### config.mk
export PLATFORM = sky130hd
export DESIGN_NAME = wdog2
export DESIGN_NICKNAME = d
export VERILOG_FILES = /design/src/rtl/wdog2.sv
export SDC_FILE = /design/constraint.sdc
export NUM_CORES = 1
export LEC_CHECK = 0
export CAP_MARGIN = 20
export CORE_UTILIZATION = 30
export DETAILED_ROUTE_END_ITERATION = 6
export SETUP_SLACK_MARGIN = 0.15
export SYNTH_ARGS = -nofsm -noshare
export SYNTH_HDL_FRONTEND = slang
export SYNTH_SLANG_ARGS = --single-unit
### constraint.sdc
create_clock -name clk_i -period 2.81 [get_ports clk_i]
set_input_delay 0.4215 -clock clk_i [delete_from_list [all_inputs] [get_ports clk_i]]
set_output_delay 0.4215 -clock clk_i [all_outputs]
set_load 0.1 [all_outputs]
### src/rtl/wdog2.sv
module wdog2 #(
  parameter int W = 32,
  parameter logic [W-1:0] LOAD_INIT = '1,
  parameter int RST_LEN = 16,
  parameter int AW = 3
) (
  input  logic          clk_i,
  input  logic          rst_ni,
  input  logic          wr_i,
  input  logic [AW-1:0] addr_i,
  input  logic [W-1:0]  wdata_i,
  output logic [W-1:0]  rdata_o,
  output logic          irq_o,
  output logic          sys_rst_o
);
  localparam int PW = $clog2(RST_LEN + 1);
  localparam logic [AW-1:0] A_LOAD = 0, A_CNT = 1, A_CTRL = 2, A_SVC = 3, A_STAT = 4;

  logic [W-1:0]  load_q, cnt_q;
  logic          run_q, ien_q, ren_q, pend_q;
  logic [PW-1:0] pulse_q;

  wire expire = run_q && (cnt_q == '0);
  wire wr_load = wr_i && addr_i == A_LOAD;
  wire wr_svc  = wr_i && addr_i == A_SVC;
  wire wr_ctrl = wr_i && addr_i == A_CTRL;

  assign sys_rst_o = pulse_q != '0;
  assign irq_o     = pend_q & ien_q;

  always_ff @(posedge clk_i or negedge rst_ni) begin
    if (!rst_ni) begin
      load_q <= LOAD_INIT; cnt_q <= LOAD_INIT;
      run_q <= 1'b0; ien_q <= 1'b0; ren_q <= 1'b0; pend_q <= 1'b0;
      pulse_q <= '0;
    end else if (pulse_q == PW'(1)) begin
      load_q <= LOAD_INIT; cnt_q <= LOAD_INIT;
      run_q <= 1'b0; ien_q <= 1'b0; ren_q <= 1'b0; pend_q <= 1'b0;
      pulse_q <= '0;
    end else if (pulse_q != '0) begin
      pulse_q <= pulse_q - PW'(1);
    end else begin
      if (wr_ctrl) begin
        run_q <= run_q | wdata_i[0];
        ien_q <= wdata_i[1];
        ren_q <= wdata_i[2];
      end
      if (wr_load) begin
        load_q <= wdata_i;
        cnt_q  <= wdata_i;
      end else if (wr_svc) begin
        cnt_q  <= load_q;
        pend_q <= 1'b0;
      end else if (expire) begin
        cnt_q <= load_q;
        if (!pend_q)    pend_q  <= 1'b1;
        else if (ren_q) pulse_q <= PW'(RST_LEN);
      end else if (run_q) begin
        cnt_q <= cnt_q - W'(1);
      end
    end
  end

  always_comb begin
    rdata_o = '0;
    case (addr_i)
      A_LOAD: rdata_o = load_q;
      A_CNT:  rdata_o = cnt_q;
      A_CTRL: rdata_o = W'({ren_q, ien_q, run_q});
      A_STAT: rdata_o = W'({irq_o, pend_q});
      default: rdata_o = '0;
    endcase
  end
endmodule


Word level (Yosys, flattened, before mapping)
Index checks and enable logic that the tools add are counted.
W data, S select, Z words.
{"block": "word_totals", "ff_bits": 73, "wordCells": 70}
{"block": "op_classes", "reduce_logical": 19, "add_sub_neg": 2, "bitwise": 2, "eq_ne": 9, "n_mux": 31}
{"cell": "$mux W32", "n": 9}
{"cell": "$pmux W32 S4", "n": 1}
{"cell": "$mux W5", "n": 7}
{"cell": "$logic_not A32 Y1", "n": 1}
{"cell": "$sub A32 B1 Y32 const B", "n": 1}
{"cell": "$mux W1", "n": 14}
{"cell": "$reduce_bool A3 Y1", "n": 4}
{"cell": "$reduce_bool A5 Y1", "n": 2}
{"cell": "$eq A3 B2 Y1 const B", "n": 2}
{"cell": "$ne A3 B2 Y1 const B", "n": 2}
{"cell": "$reduce_and A2 Y1", "n": 3}
{"cell": "$eq A5 B1 Y1 const B", "n": 1}
{"cell": "$reduce_and A5 Y1", "n": 1}
{"cell": "$sub A5 B1 Y5 const B", "n": 1}
{"cell": "$logic_and A1 B1 Y1", "n": 4}
{"cell": "$ne A2 B1 Y1 const B", "n": 2}
{"cell": "$reduce_bool A2 Y1", "n": 2}
{"cell": "$eq A3 B1 Y1 const B", "n": 1}
{"cell": "$eq A3 B3 Y1 const B", "n": 1}
{"cell": "$logic_not A3 Y1", "n": 1}
{"cell": "$reduce_and A3 Y1", "n": 1}
{"cell": "$and A1 B1 Y1", "n": 1}
{"cell": "$or A1 B1 Y1", "n": 1}

Depth between registers and ports, before layout
{"block": "depth", "ltp_word": 7, "depth_mapped": 10}

Worst setup path before layout
No wires, ideal clock.
{"block": "synth_timing", "kind": "reg-to-reg", "from": "reg pulse_q[0]", "to": "reg cnt_q[25]", "path_stages_with_launch": 10, "setup_ns": 0.089, "required_ns": 2.721, "arrival_time_ns": 2.625, "path_buffers": 2, "synth_period_minus_slack_ns": 2.714, "path_slack_ns": 0.096, "path_cell_list": "dfrtp_1 -> inv_1 -> ha_1 -> nor4b_2 -> inv_1 -> o21ai_0 -> clkbuf_1 -> clkbuf_1 -> nor2_1 -> a211oi_1"}
{"block": "synth_between", "elab_chain_cells": 3}
{"element": "start: declaration", "line_no": "21", "rtl": "logic [PW-1:0] pulse_q;"}
{"element": "start signal: assignment", "line_no": "41", "rtl": "pulse_q <= pulse_q - PW'(1);"}
{"element": "start signal: assignment", "line_no": "57", "rtl": "else if (ren_q) pulse_q <= PW'(RST_LEN);"}
{"element": "$reduce_bool A5 Y1"}
{"element": "via sys_rst_o", "line_no": "14", "rtl": "output logic sys_rst_o"}
{"element": "$ne A2 B1 Y1 (no source line)"}
{"element": "$reduce_and A2 Y1 (no source line)"}
{"element": "end signal: assignment", "line_no": "50", "rtl": "cnt_q <= wdata_i;"}
{"element": "end signal: assignment", "line_no": "52", "rtl": "cnt_q <= load_q;"}
{"element": "end signal: assignment", "line_no": "55", "rtl": "cnt_q <= load_q;"}
{"element": "end: declaration", "line_no": "19", "rtl": "logic [W-1:0] load_q, cnt_q;"}
The timed path passes the listed nets, and every way through them passes these cells.
A chain may end at the register's enable or synchronous reset.

Worst setup path in the final report
{"block": "layout_timing", "from": "in addr_i[1]", "to": "out rdata_o[31]"}
{"block": "layout_between", "elab_chain_cells": 2}
{"element": "start: declaration", "line_no": "10", "rtl": "input logic [AW-1:0] addr_i,"}
{"element": "$eq A3 B3 Y1 (tied with other cells)", "line_no": "66", "rtl": "case (addr_i)"}
{"element": "$pmux W32 S4 (*)", "line_no": "66"}
{"element": "end: declaration", "line_no": "12", "rtl": "output logic [W-1:0] rdata_o,"}
Mark *: on every way between the ends. The rest lies on a longest branch, timed or not.

==> key figures <==
Placement
  – Global placement routability congestion: ~0.87
  – Post-detailed-placement half-perimeter wirelength: 11000 um
  – Buffers on Ports: 71
  – Number of instances in the placed design: about 800

Drt
  – Final antenna-violating net count: 0
  – Total vias in the final route: 4760
  – Remaining DRCs: 0
  – Post-detailed-route wirelength per cell: between 15 and 20 um
  – Drt total wl: ~16000 um
  – DRT Pass-1 Iters: 4
  – Violation count after the first detailed-routing iteration: 445
  – Avg Vias per Cell: around 5.7

Global route
  – Total gr overflow: 0
  – Largest net degree at the start of global routing: 63
  – Vias in the first global route: a little under 5000
  – Aggregate global-route resource usage: 0.203
  – Wire length of the first global-routing pass: between 20000 and 30000 um
  – Initial antenna violation count: 0

STA
  – Max-slew headroom at the worst pin: 0.615
  – Period utilisation layout: 0.920
  – Setup repair after global routing missed its margin: true
  – Setup violators final: 0
  – Setup_tns: 0 ns
  – Number of pins with negative max-slew slack in the final report: 0
  – Fmax: 387 MHz
  – Minimum clock period: approximately 2.6 ns
  – Tightest Pin Transition: roughly 0.57 ns
  – Hold violation total from the final report: 0
  – Clk_skew: 0.00858 ns
  – Worst hold slack: ~0.22 ns

Setup path
  – Reg2reg path depth: 9
  – Sequence of cells on the critical path: clkdlybuf4s50_1 > inv_1 > and3_1 > buf_4 > a22o_1 > buf_12
  – Crit path max-delay family: buffers and inverters
  – Endpoint of the worst-slack reg-to-reg timing path: cnt_q[22]$_DFFE_PN1P_
  – Combined buffer and inverter count along the critical path: 4
  – Critical path fanouts, max: 15
  – Startpoint of the worst register-to-register path: cnt_q[0]$_DFFE_PN1P_
  – Path type of the worst setup path: in2out
  – Data arrival, critical path: roughly 2.2 ns
  – Highest-delay cell along the critical path: clkdlybuf4s50_1
  – Startpoint Class: input pin
  – Delay contributed by the slowest stage of the critical path: 0.68 ns
  – Required time at the worst-slack endpoint: roughly 2.4 ns
  – FF-to-FF setup slack: approximately 0.25 ns
  – Category of the worst setup path capture point: output pin

Yosys
  – Synthesis-stage register bit count: 73
  – FFs w/ async S/R, synth: 1.00
  – Warnings from Yosys: 0
  – Synth Cell Area: around 4800 um^2
  – Mean instance size in the synthesized netlist: approximately 9 um^2
  – Number of distinct library cell variants in the gate-level netlist after synthesis: between 70 and 80
  – Fraction of post-synthesis cell area in the top cell type by area: 0.348
  – Cell count after synthesis: 532
  – Top-count cell post-synth: dfstp_2
  – Largest area contributor in the netlist: dfstp_2
  – Top cells by instance count after synthesis: dfstp_2, nand2_1, nor2_1
  – Main synth FF type: dfstp_2
  – Fraction of the yosys area taken by sequential cells: 0.395
  – Net Count, Synth: approximately 570
  – Number of synthesized flops with an enable pin: 0
  – Top post-synthesis cells by area: dfstp_2, o22a_1, a22o_1, dfrtp_1, nand2_1

Clocking
  – Number of buffers added by the clock tree synthesis step: 9
  – Cell chosen for the clock root: clkbuf_16
  – Number of levels in the clock H-tree: 3
  – Worst-Skew Late Latency: between 0.3 and 0.4 ns
  – Sinks on the clock net: 73
  – Maximum root-to-sink buffer count: 2
  – Clock tree from TritonCTS: yes
  – Clock transition at the register clock pins on the worst setup and hold paths after CTS: 0.06 ns

Die
  – Full die area: between 15000 and 20000 um^2
  – Total core area: 15800 um^2
  – IO Count: between 70 and 80
  – Standard-cell row count: 46
  – Die width: between 100 and 150 um
  – Die Y-Extent: about 130 um
  – Starting utilization of the core area: 0.305

Final layout
  – Non-filler instance count after layout: approximately 830
  – Count of filler cells inserted in the layout: roughly 1500
  – Fraction of final layout cells sized beyond drive strength 1: 0.305
  – N_diodes: 0
  – Nets: roughly 650
  – Area growth syn-to-layout: 36.5%

Power and ir drop
  – Worst VDD drop: 309 uV
  – Lkg Pwr: approximately 2.5 nW
  – Total power after layout: around 5.0 mW
  – Pwr Density: roughly 750 nW/um^2

Worst hold path
  – Type of the most critical hold path: in2async

Run status
  – Run status: completed

Flow run
  – Number of max-cap violations: 0
-- worst max path at each step --
stage,from,end,slack (ns),depth (start not counted)
global placement,addr_i[1],cnt_q[18]$_DFFE_PN1P_,0.12,9
finish,addr_i[1],rdata_o[31],0.22,6
global route,cnt_q[0]$_DFFE_PN1P_,cnt_q[16]$_DFFE_PN1P_,0.12,9
CTS,cnt_q[0]$_DFFE_PN1P_,cnt_q[30]$_DFFE_PN1P_,0.18,9
floorplan,pulse_q[0]$_DFFE_PN0P_,cnt_q[23]$_DFFE_PN1P_,0.17,9
detailed placement,addr_i[1],cnt_q[20]$_DFFE_PN1P_,0.04,9
-- layer usage --
metal	global-route usage	routed length, um	vias to the layer above
li1	-	-	2211
met1	0.276	7360	2330
met2	0.322	7490	186
met3	0.0324	936	33
met4	0.0824	342	0
met5	0	0	-
-- kinds of logic after synthesis --
kind of cell    after synthesis  synth area share
fa+ha+maj                     3           0.00777
buf+inv                      49            0.0505
xor+xnor                      4           0.00725
mux                           7            0.0145
flops                        73             0.395
simple gates                215             0.230
compound gates              181             0.295
-- cell type report --
| cell class | count | area (um^2) | share of cell area |
|---|---|---|---|
| clock buffer | 14 | 275 | 0.0417 |
| clock inverter | 2 | 10.0 | 0.00152 |
| inverter | 10 | 41.3 | 0.00626 |
| multi-input combinational | 410 | 2750 | 0.416 |
| sequential | 73 | 1910 | 0.289 |
| tap | 216 | 270 | 0.0410 |
| timing repair buffer | 104 | 1350 | 0.204 |
-- through the flow --
stage	setup slack [ns]	util	instance area (um^2)
2_1_floorplan	0.172	-	4850
3_3_place_gp	0.121	0.395	6240
3_5_place_dp	0.0417	0.395	6240
4_1_cts	0.181	0.413	6540
5_1_grt	0.123	0.417	6600
6_report	0.224	0.417	6600
-- flip-flops by register name, summed over array words and instances (netlist names) --
signal	count
pulse_q	5
ien_q	1
pend_q	1
cnt_q	32
run_q	1
ren_q	1
load_q	32
-- worst register-to-register path: stages, from the launching register on --
cell      delay, ns
dfstp_2        0.39
inv_1          0.09
ha_2           0.21
or3b_4         0.42
nor4_2         0.30
nand4_1        0.24
o21ai_4        0.28
buf_12         0.18
a21oi_1        0.08
a221oi_1       0.26
-- report_power, final --
group          switching, mW  leakage, nW  total [mW]  internal [mW]
Combinational           1.01         1.56        1.77          0.759
Clock                  0.449        0.142        1.12          0.674
Sequential             0.474        0.794        2.07           1.60
-- layout by cell type, fill, tap and decap left out, types with 4 or more instances in the layout --
| cell | instances |
|---|---|
| dfstp_2 | 64 |
| nand2_1 | 59 |
| nor2_1 | 53 |
| buf_12 | 37 |
| clkdlybuf4s50_1 | 36 |
| o22a_1 | 33 |
| buf_4 | 29 |
| a22o_1 | 28 |
| a21oi_1 | 28 |
| nor3_1 | 28 |
| nor4_1 | 14 |
| o21ai_0 | 14 |
| a211oi_1 | 11 |
| clkbuf_16 | 11 |
| a2111oi_0 | 10 |
| a221oi_1 | 10 |
| inv_1 | 9 |
| dfrtp_1 | 9 |
| mux2i_1 | 7 |
| or3_1 | 7 |
| nand3_1 | 7 |
| a221oi_2 | 7 |
| o22ai_1 | 4 |
| nand2b_1 | 4 |
| a21o_2 | 4 |
| o31ai_1 | 4 |
-- timing repair --
| action | in CTS | in global routing |
|---|---|---|
| resized for setup | 1 | 5 |
| endpoints found under the setup margin | 2 | 21 |
| cloned | 0 | 1 |
| hold buffers | 0 | 0 |
| buffers inserted | 0 | 2 |
| pin swaps | 0 | 6 |
No activity file was read; power rests on OpenSTA's default activity.
